[config.mk]
export PLATFORM = sky130hd
export DESIGN_NAME = loopid_ctrl
export DESIGN_NICKNAME = d
export VERILOG_FILES = /design/src/rtl/loopid_pkg.sv /design/src/rtl/loopid_sync.sv /design/src/rtl/loopid_window.sv /design/src/rtl/loopid_rotate.sv /design/src/rtl/loopid_cmp.sv /design/src/rtl/loopid_ctrl.sv
export SDC_FILE = /design/constraint.sdc
export NUM_CORES = 1
export LEC_CHECK = 0
export ABC_CLOCK_PERIOD_IN_PS = 3000
export BUFFER_PORTS_ARGS = -buffer_cell sky130_fd_sc_hd__buf_4
export CORE_MARGIN = 3
export CORE_UTILIZATION = 36
export CTS_BUF_LIST = sky130_fd_sc_hd__clkbuf_4 sky130_fd_sc_hd__clkbuf_8
export CTS_CLUSTER_SIZE = 12
export DETAILED_ROUTE_END_ITERATION = 16
export SETUP_SLACK_MARGIN = 0.02
export SLEW_MARGIN = 20
export SYNTH_ARGS = -nofsm -noshare
export SYNTH_HDL_FRONTEND = slang
export SYNTH_HIERARCHICAL = 1
export SYNTH_SLANG_ARGS = --single-unit
export TNS_END_PERCENT = 50
[constraint.sdc]
create_clock -name clk -period 3 [get_ports clk]
set_clock_uncertainty 0.1 [all_clocks]
set_input_delay 0.9 -clock clk [delete_from_list [all_inputs] [get_ports clk]]
set_output_delay 0.9 -clock clk [all_outputs]
set_load 0.01 [all_outputs]
[src/rtl/loopid_pkg.sv]
package loopid_pkg;
  typedef enum logic [1:0] {C_IDLE, C_MEAS, C_FIN} ctl_st_t;
  typedef enum logic [1:0] {W_IDLE, W_SKIP, W_COUNT} win_st_t;
endpackage

[src/rtl/loopid_sync.sv]
module loopid_sync #(
  parameter int STAGES = 2
) (
  input  logic clk,
  input  logic rst_n,
  input  logic osc_async,
  output logic rise
);
  // STAGES synchronizer flops plus one history flop for edge detection
  logic [STAGES:0] sh;

  always_ff @(posedge clk or negedge rst_n) begin
    if (!rst_n) sh <= '0;
    else        sh <= {sh[STAGES-1:0], osc_async};
  end

  assign rise = sh[STAGES-1] & ~sh[STAGES];

  // a rising edge can never be reported on two cycles in a row
  p_rise_single_r4: assert property (@(posedge clk) disable iff (!rst_n)
    rise |=> !rise);
endmodule

[src/rtl/loopid_window.sv]
module loopid_window
  import loopid_pkg::*;
#(
  parameter int WIN  = 8,
  parameter int SKIP = 2,
  parameter int CW   = 16
) (
  input  logic          clk,
  input  logic          rst_n,
  input  logic          arm,
  input  logic          rise,
  output logic          fin,
  output logic [CW-1:0] val
);
  localparam int ECW = (WIN > 1) ? $clog2(WIN) : 1;
  localparam int SCW = $clog2(SKIP + 1);

  win_st_t          st;
  logic [SCW-1:0]   skip_c;
  logic [ECW-1:0]   edge_c;
  logic [CW-1:0]    cnt;

  always_ff @(posedge clk or negedge rst_n) begin
    if (!rst_n) begin
      st     <= W_IDLE;
      skip_c <= '0;
      edge_c <= '0;
      cnt    <= '0;
      fin    <= 1'b0;
      val    <= '0;
    end else begin
      fin <= 1'b0;
      case (st)
        W_IDLE: begin
          if (arm) begin
            st     <= W_SKIP;
            skip_c <= SCW'(SKIP);
          end
        end
        W_SKIP: begin
          if (rise) begin
            if (skip_c == SCW'(1)) begin
              // last settling edge is the window reference
              st     <= W_COUNT;
              cnt    <= '0;
              edge_c <= '0;
            end else begin
              skip_c <= skip_c - SCW'(1);
            end
          end
        end
        W_COUNT: begin
          cnt <= cnt + CW'(1);
          if (rise) begin
            if (edge_c == ECW'(WIN - 1)) begin
              fin <= 1'b1;
              val <= cnt + CW'(1);
              st  <= W_IDLE;
            end else begin
              edge_c <= edge_c + ECW'(1);
            end
          end
        end
        default: st <= W_IDLE;
      endcase
    end
  end

  // counter must not saturate inside a window
  p_no_overflow_r4: assert property (@(posedge clk) disable iff (!rst_n)
    (st == W_COUNT) |-> (cnt != '1));
  // a finished measurement is reported once
  p_fin_pulse_r4: assert property (@(posedge clk) disable iff (!rst_n)
    fin |=> !fin);
endmodule

[src/rtl/loopid_rotate.sv]
module loopid_rotate #(
  parameter int NCH = 3,
  parameter int MW  = 4,
  parameter int RW  = 2
) (
  input  logic [NCH*MW-1:0] words,
  input  logic [RW-1:0]     rot,
  output logic [NCH*MW-1:0] drive
);
  for (genvar i = 0; i < NCH; i++) begin : g_chain
    logic [MW-1:0] w_sel;
    always_comb begin
      int src;
      src = i + int'(rot);
      if (src >= NCH) src = src - NCH;
      w_sel = words[src*MW +: MW];
    end
    assign drive[i*MW +: MW] = w_sel;
  end
endmodule

[src/rtl/loopid_cmp.sv]
module loopid_cmp #(
  parameter int NCH = 3,
  parameter int CW  = 16,
  parameter int IDW = 3
) (
  input  logic [NCH*CW-1:0] meas,
  output logic [IDW-1:0]    bits
);
  if (NCH == 2) begin : g_pair
    assign bits[0] = meas[0 +: CW] > meas[CW +: CW];
  end else begin : g_ring
    for (genvar k = 0; k < NCH; k++) begin : g_bit
      assign bits[k] = meas[k*CW +: CW] > meas[((k + 1) % NCH)*CW +: CW];
    end
  end
endmodule

[src/rtl/loopid_ctrl.sv]
module loopid_ctrl
  import loopid_pkg::*;
#(
  parameter int NCH  = 3,
  parameter int MW   = 4,
  parameter int WIN  = 8,
  parameter int SKIP = 2,
  parameter int CW   = 16,
  parameter int SYNC = 2,
  localparam int IDW = (NCH == 2) ? 1 : NCH
) (
  input  logic              clk,
  input  logic              rst_n,
  input  logic              start,
  input  logic [NCH*MW-1:0] chal,
  input  logic              loop_osc,
  output logic [NCH*MW-1:0] ctrl_words,
  output logic              busy,
  output logic              done,
  output logic [IDW-1:0]    id
);
  localparam int RW = (NCH > 1) ? $clog2(NCH) : 1;

  ctl_st_t           st;
  logic [NCH*MW-1:0] words_q;
  logic [RW-1:0]     rot_q;
  logic [NCH*CW-1:0] meas_q;
  logic              arm_q;
  logic              rise;
  logic              fin;
  logic [CW-1:0]     val;
  logic [IDW-1:0]    id_n;

  loopid_sync #(.STAGES(SYNC)) u_sync (
    .clk(clk), .rst_n(rst_n), .osc_async(loop_osc), .rise(rise)
  );

  loopid_window #(.WIN(WIN), .SKIP(SKIP), .CW(CW)) u_win (
    .clk(clk), .rst_n(rst_n), .arm(arm_q), .rise(rise), .fin(fin), .val(val)
  );

  loopid_rotate #(.NCH(NCH), .MW(MW), .RW(RW)) u_rot (
    .words(words_q), .rot(rot_q), .drive(ctrl_words)
  );

  loopid_cmp #(.NCH(NCH), .CW(CW), .IDW(IDW)) u_cmp (
    .meas(meas_q), .bits(id_n)
  );

  always_ff @(posedge clk or negedge rst_n) begin
    if (!rst_n) begin
      st      <= C_IDLE;
      words_q <= '0;
      rot_q   <= '0;
      meas_q  <= '0;
      arm_q   <= 1'b0;
      busy    <= 1'b0;
      done    <= 1'b0;
      id      <= '0;
    end else begin
      arm_q <= 1'b0;
      done  <= 1'b0;
      case (st)
        C_IDLE: begin
          if (start) begin
            words_q <= chal;
            rot_q   <= '0;
            arm_q   <= 1'b1;
            busy    <= 1'b1;
            st      <= C_MEAS;
          end
        end
        C_MEAS: begin
          if (fin) begin
            meas_q[rot_q*CW +: CW] <= val;
            if (rot_q == RW'(NCH - 1)) begin
              st <= C_FIN;
            end else begin
              rot_q <= rot_q + RW'(1);
              arm_q <= 1'b1;
            end
          end
        end
        C_FIN: begin
          id   <= id_n;
          done <= 1'b1;
          busy <= 1'b0;
          st   <= C_IDLE;
        end
        default: st <= C_IDLE;
      endcase
    end
  end

  // done lasts one cycle
  p_done_pulse_r7: assert property (@(posedge clk) disable iff (!rst_n)
    done |=> !done);
  // done appears only once busy is low
  p_done_idle_r7: assert property (@(posedge clk) disable iff (!rst_n)
    done |-> !busy);
  // id moves only with done
  p_id_hold_r7: assert property (@(posedge clk) disable iff (!rst_n)
    !$stable(id) |-> done);
  // chain words stay put inside a rotation
  p_words_hold_r3: assert property (@(posedge clk) disable iff (!rst_n)
    (busy && $past(busy) && !$past(fin)) |-> $stable(ctrl_words));
  // a start during a run leaves the latched challenge alone
  p_start_ignored_r8: assert property (@(posedge clk) disable iff (!rst_n)
    (busy && start) |=> $stable(words_q));
endmodule

==> impl_metrics.json, run 1 <==
{
  "outcome": "finished, final reports clean",
  "start_kind": "flip-flop",
  "ff2ff_setup_slack_ns": 0.72,
  "max-clock-path-buffers": 2,
  "die_h_um": 140,
  "setup-tns-final_ns": 0,
  "synth_nets": 691,
  "gp_congestion": 0.853,
  "synth_cell_types": 63,
  "ff2ff_path_depth": 6,
  "synth_top_cells_by_count": "dfrtp_1, inv_1, ha_1",
  "hold_violations": 0,
  "synth.cell_area_um2": 6480,
  "p_leak_nw": 3.53,
  "hp-start": "u_sync/sh[0]$_DFF_PN0_",
  "crit_path_max_incr_delay_ns": 0.39,
  "fin_crit_sh_pct": 95.9,
  "overflow": 0,
  "postCtsHoldBufs": 0,
  "arrival_ns": 1.88,
  "synth_cells": 613,
  "yosysSeqAreaShare_pct": 43.7,
  "cts_buffers": 17,
  "io_buffers": 32,
  "clkSinkCount": 113,
  "worstMarginPinSlew_ns": 0.788,
  "grt_max_degree": 42,
  "synth-edff-count": 0,
  "drtPass1Iterations": 5,
  "path_max_fanout": 9,
  "min_path_cells": 0,
  "ys_warn_count": 6,
  "antenna_found_initial": 0,
  "dieArea_um2": 19600,
  "holdCritPathClass": "reg -> reg",
  "power_mw": 3.43,
  "final_nets": 729,
  "synthFlopType": "dfrtp_1",
  "synth.most_common_cell": "dfrtp_1",
  "vias_per_cell": 5.39,
  "clk_pin_slew_ns": 0.07,
  "cp-end-kind": "output port",
  "worstReg2RegStart": "rot_q[1]$_DFFE_PN0P_",
  "hold_slack_ns": 0.250,
  "critPathSlowestCell": "dfrtp_1",
  "maxSlewHeadroom_pct": 47.5,
  "cts_tree": "yes",
  "r2r-end": "meas_q[24]$_DFFE_PN0P_",
  "post_cts_buffers": 0,
  "ant_nets": 0,
  "hpwl_um": 10500,
  "core_um2": 17500,
  "die_x_um": 140,
  "grt_pass1_wl_um": 24400,
  "rows": 48,
  "htreeDepth": 4,
  "syn_to_final_growth_pct": 13.6,
  "grt_pass1_vias": 4841,
  "vias": 4786,
  "whs_endpoint": "u_sync/sh[1]$_DFF_PN0_",
  "async_flop_share_pct": 100,
  "clock_latency_ns": 0.44,
  "crit_chain": "buf_4 -> ha_2 -> inv_1 -> a2bb2oi_2 -> o211a_1 -> buf_4",
  "io-pin-count": 33,
  "rsz0062_at_grt": "yes",
  "fmax_mhz": 348,
  "cts_root_buf": "clkbuf_8",
  "period_minus_slack_ns": 2.88,
  "wl_per_cell_um": 16.2,
  "drt-initial-drc-count": 388,
  "synth-seq-cells": 113,
  "cp_common_cell": "buf_4",
  "remaining_drc_errors": 0,
  "report.final.slew_viol_count": 0,
  "drive_gt1_share_pct": 18.1,
  "yosysTopAreaCell": "dfrtp_1",
  "grt_use_total_pct": 15.6,
  "crit_required_ns": 2.00,
  "n_antenna_cell": 0,
  "peakVddDrop_mv": 0.341,
  "initial_core_util_pct": 37.1,
  "maxCapViolCount": 0,
  "setup_viol": 0,
  "synthDominantCellAreaShare_pct": 43.7,
  "p_per_area_nw_per_um2": 466,
  "synth.avg_cell_area_um2": 10.6,
  "critPathKind": "reg -> out",
  "yosys-top-cells-area": "dfrtp_1, ha_1, a22o_1",
  "wirelength_um": 14400
}
flip-flops by register name (all words and copies together) (netlist names):
| register | flops |
|---|---|
| u_win/cnt | 16 |
| u_win/edge_c | 3 |
| u_win/skip_c | 2 |
| id | 3 |
| busy | 1 |
| st | 2 |
| u_win/fin | 1 |
| meas_q | 48 |
| u_win/st | 2 |
| rot_q | 2 |
| arm_q | 1 |
| words_q | 12 |
| u_win/val | 16 |
| done | 1 |
| u_sync/sh | 3 |
routing by layer:
layer  part of all wire, %  vias up  global-route usage (%)
li1                      -     2298                       -
met1                    47     2372                    20.6
met2                    48       92                    24.6
met3                   3.7       24                    3.24
met4                   1.9        0                    7.04
met5                     0        -                       0
worst max path at each step:
stage / start / end / slack (ns) / cells after the start
final: rot_q[0]$_DFFE_PN0P_ / ctrl_words[4] / 0.12 / 6
after global routing: rot_q[0]$_DFFE_PN0P_ / ctrl_words[6] / 0.01 / 6
after CTS: rot_q[0]$_DFFE_PN0P_ / ctrl_words[0] / 0.04 / 6
after detailed placement: rot_q[1]$_DFFE_PN0P_ / ctrl_words[0] / 0.40 / 6
after global placement: rot_q[1]$_DFFE_PN0P_ / ctrl_words[0] / 0.47 / 6
after floorplan: rot_q[0]$_DFFE_PN0P_ / ctrl_words[10] / 0.43 / 6
critical path: cells and delay by family, from the launching register on:
family,cells,cell delay (ns)
buffers and inverters,3,0.41
DFF,1,0.39
AOI/OAI and AO/OA,2,0.37
adders and majority gates,1,0.27
what timing repair did:
| action | in CTS | in global routing |
|---|---|---|
| endpoints found under the hold margin | 0 | 0 |
| gates cloned | 0 | 0 |
| endpoints found under the setup margin | 12 | 9 |
| pin swaps | 0 | 1 |
| gates resized for setup | 4 | 4 |
cell type report:
cell class | count | area [µm²]
Clock buffer | 20 | 263
Clock inverter | 11 | 115
Fill cell | 1638 | 10100
Inverter | 63 | 236
Multi-Input combinational cell | 412 | 3290
Sequential cell | 113 | 2830
Tap cell | 225 | 282
Timing Repair Buffer | 44 | 347
kinds of logic (layout without fill, tap and decap cells):
| group | count (synthesis) | after routing | synth area share (%) |
|---|---|---|---|
| compound gates | 162 | 162 | 18.2 |
| mux | 25 | 25 | 4.17 |
| fa+ha+maj | 62 | 62 | 12.0 |
| flops | 113 | 113 | 43.7 |
| simple gates | 151 | 151 | 14.2 |
| xor+xnor | 12 | 12 | 1.62 |
| buf+inv | 88 | 138 | 6.20 |
metrics by stage:
| stage | instance area, µm² | setup slack [ns] | util (%) | cells |
|---|---|---|---|---|
| CTS | 7340 | 0.0429 | 42.0 | 888 |
| global route | 7360 | 0.0122 | 42.1 | 888 |
| floorplan | 6480 | 0.432 | - | 613 |
| finish | 7360 | 0.124 | 42.1 | 888 |
| global placement | 6940 | 0.468 | 39.7 | 857 |
| detailed placement | 6940 | 0.398 | 39.7 | 857 |
cell usage in the layout (no fill, tap or decap), types with 3 or more instances in the layout:
master	count
clkinv_2	6
and2_1	5
and3_1	3
o22ai_1	3
mux2i_1	9
o211a_1	3
o21ai_0	33
a21o_1	5
a21oi_1	29
inv_1	62
nor4_2	3
nor4_4	3
clkbuf_8	18
ha_1	59
mux2_2	16
nor2_1	11
a211oi_1	3
a221o_1	4
xor2_1	5
nand3_1	15
nand2_1	57
o31ai_1	3
nand4_1	14
nor2b_1	7
xnor2_1	7
a21boi_2	4
o31a_1	6
nand2b_1	7
dfrtp_1	113
a22o_1	51
nor3_1	4
o21ai_1	3
buf_4	42
report_power, final:
part	leakage (nW)	internal, mW	total, mW	switching [mW]
sequential	1.53	1.58	1.64	0.0632
clock	0.199	0.765	1.38	0.611
combinational	1.80	0.199	0.417	0.218
Power figures use the tool's default switching activity.
==> inputs of run 2 (changes only) <==
--- a/config.mk
+++ b/config.mk
@@ -16,6 +16,5 @@
 export SLEW_MARGIN = 20
 export SYNTH_ARGS = -nofsm -noshare
 export SYNTH_HDL_FRONTEND = slang
-export SYNTH_HIERARCHICAL = 1
 export SYNTH_SLANG_ARGS = --single-unit
 export TNS_END_PERCENT = 50
==> run 2 against run 1 <==
Compared with the run above:
- first-iteration DRC count down 25%
- highest routed layer unchanged
- largest cell class unchanged
- total power up 12%
- utilization up 2.3 points
- synthesized cell count up 16%
- synthesized area down 1.7%
- sequential power about the same
==> impl_metrics.json, run 2 <==
{
  "setup_viol": 0,
  "die_x_um": 139,
  "synth.most_common_cell": "nand2_1",
  "period_minus_slack_ns": 2.90,
  "regMostFlops": "meas_q",
  "clock_latency_ns": 0.45,
  "drt-initial-drc-count": 291,
  "rows": 47,
  "initial_core_util_pct": 37.6,
  "grt_pass1_vias": 4767,
  "final_common_cell": "nand2_1",
  "place_area_um2": 6890,
  "drtPass1Iterations": 4,
  "clk_pin_slew_ns": 0.07,
  "synthFlopType": "dfrtp_1",
  "max-clock-path-buffers": 2,
  "rsz0062_at_grt": "yes",
  "yosysSeqAreaShare_pct": 44.4,
  "remaining_drc_errors": 0,
  "core_um2": 16900,
  "antenna_found_initial": 0,
  "setup-tns-final_ns": 0,
  "clkSinkCount": 113,
  "synth.cell_area_um2": 6370,
  "vias": 4846,
  "largest_register_ffs": 48,
  "grt_max_degree": 114,
  "min_path_cells": 0,
  "final_area_um2": 7510,
  "wirelength_um": 13800,
  "critPathKind": "reg -> out",
  "outcome": "finished, final reports clean",
  "async_flop_share_pct": 100,
  "wl_per_cell_um": 13.9,
  "synthDominantCellAreaShare_pct": 44.4,
  "holdCritPathClass": "reg -> reg",
  "fmax_mhz": 345,
  "synth_cell_types": 46,
  "syn_to_final_growth_pct": 18.0,
  "cp-end-kind": "output port",
  "report.final.slew_viol_count": 0,
  "maxSlewHeadroom_pct": 59.2,
  "cts_buffers": 17,
  "yosys-top-cells-area": "dfrtp_1, ha_1, nand2_1",
  "arrival_ns": 1.90,
  "grt_pass1_wl_um": 23300,
  "final_util_pct": 44.4,
  "fin_crit_sh_pct": 96.7,
  "p_per_area_nw_per_um2": 510,
  "hp-start": "u_sync.sh[0]$_DFF_PN0_",
  "worstReg2RegStart": "meas_q[46]$_DFFE_PN0P_",
  "io_buffers": 32,
  "die_h_um": 139,
  "peakVddDrop_mv": 0.274,
  "synth-edff-count": 0,
  "r2r-end": "id[1]$_DFFE_PN0P_",
  "cts_root_buf": "clkbuf_8",
  "power_mw": 3.83,
  "maxCapViolCount": 0,
  "hpwl_um": 9610,
  "worstMarginPinSlew_ns": 0.612,
  "overflow": 0,
  "layout_common_cells": "nand2_1, dfrtp_1, o21ai_0",
  "grt_use_total_pct": 14.7,
  "p_leak_nw": 3.33,
  "final_nets": 836,
  "synth_top_cells_by_count": "nand2_1, dfrtp_1, o21ai_0",
  "ff2ff_setup_slack_ns": 0.97,
  "synth_cells": 714,
  "synth_nets": 790,
  "top_regs": "meas_q: 48 flops, u_win.cnt: 16 flops, u_win.val: 16 flops",
  "ant_nets": 0,
  "postCtsHoldBufs": 0,
  "io-pin-count": 33,
  "hold_violations": 0,
  "gp_congestion": 0.802,
  "vias_per_cell": 4.88,
  "cts_tree": "yes",
  "yosysTopAreaCell": "dfrtp_1",
  "ff2ff_path_depth": 7,
  "htreeDepth": 4,
  "ys_warn_count": 0,
  "drive_gt1_share_pct": 16.9,
  "start_kind": "flip-flop",
  "whs_endpoint": "u_sync.sh[1]$_DFF_PN0_",
  "synth.avg_cell_area_um2": 8.92,
  "crit_required_ns": 2.00,
  "n_antenna_cell": 0,
  "synth-seq-cells": 113,
  "path_max_fanout": 4,
  "dieArea_um2": 19300
}
-- run 2: cell types whose count changed after synthesis, moves of 6 or more --
cell      delta
nand2_1     +97
o21ai_0     +60
a22o_1      -48
a21oi_1     +17
clkbuf_1    +16
a31oi_1     +11
buf_4        -7
nand2b_1     +6
o31a_1       -6
-- run 2: layer usage --
layer / global-route usage [%] / wire (µm)
met1: 19.5 / 6810
met2: 23.5 / 6430
met3: 3.28 / 322
met4: 5.36 / 223
met5: 0 / 0
-- run 2: area by class of cell --
class                   instances  area [µm²]
clock buffers                  22         303
clock inverters                10         130
fillers                      1634        9420
inverters                      58         220
multi-input cells             511        3290
flip-flops and latches        113        2830
well taps                     220         275
repair buffers                 59         470
-- run 2: worst max-delay path, stage by stage, from the launching register on --
cell and delay (ns):
dfrtp_1 0.41, buf_6 0.15, ha_4 0.15, inv_2 0.07, ha_4 0.20, a21oi_4 0.14, a21oi_4 0.05, nor2b_2 0.15
buf_4 0.14
-- run 2: metrics by stage --
stage | worst slack (ns) | cells | hold slack, ns
after floorplan | 0.294 | 714 | 0.231
after global placement | 0.242 | 951 | 0.234
after detailed placement | 0.210 | 951 | 0.235
after CTS | 0.00530 | 986 | 0.250
after global routing | 0.00490 | 993 | 0.274
final | 0.0978 | 993 | 0.250
-- run 2: worst max path at each step --
| stage | start | end | slack, ns | cells past startpoint |
|---|---|---|---|---|
| after floorplan | rot_q[0]$_DFFE_PN0P_ | ctrl_words[2] | 0.29 | 6 |
| after global placement | rot_q[0]$_DFFE_PN0P_ | ctrl_words[8] | 0.24 | 7 |
| after detailed placement | rot_q[0]$_DFFE_PN0P_ | ctrl_words[10] | 0.21 | 7 |
| after CTS | rot_q[1]$_DFFE_PN0P_ | ctrl_words[0] | 0.005 | 7 |
| after global routing | rot_q[1]$_DFFE_PN0P_ | ctrl_words[6] | 0.005 | 8 |
| final | rot_q[0]$_DFFE_PN0P_ | ctrl_words[7] | 0.1 | 8 |
-- run 2: repair_timing --
action	4_1_cts	5_1_grt
setup buffers	3	7
resized for setup	12	15
endpoints found under the setup margin	12	12
pin swaps	0	5
-- run 2: power by group --
| part | total [mW] | internal (mW) | switching (mW) |
|---|---|---|---|
| logic | 0.610 | 0.280 | 0.331 |
| clock network | 1.55 | 0.924 | 0.623 |
| registers | 1.67 | 1.60 | 0.0751 |
| total | 3.83 | 2.80 | 1.03 |
-- run 2: kinds of logic (layout without fill, tap and decap cells) --
| logic type | Yosys count | count (layout) | synth area share (%) |
|---|---|---|---|
| compound gates | 179 | 179 | 15.6 |
| xor+xnor | 14 | 14 | 1.93 |
| fa+ha+maj | 60 | 60 | 11.8 |
| buf+inv | 90 | 149 | 5.42 |
| flops | 113 | 113 | 44.4 |
| mux | 19 | 19 | 3.26 |
| simple gates | 239 | 239 | 17.6 |
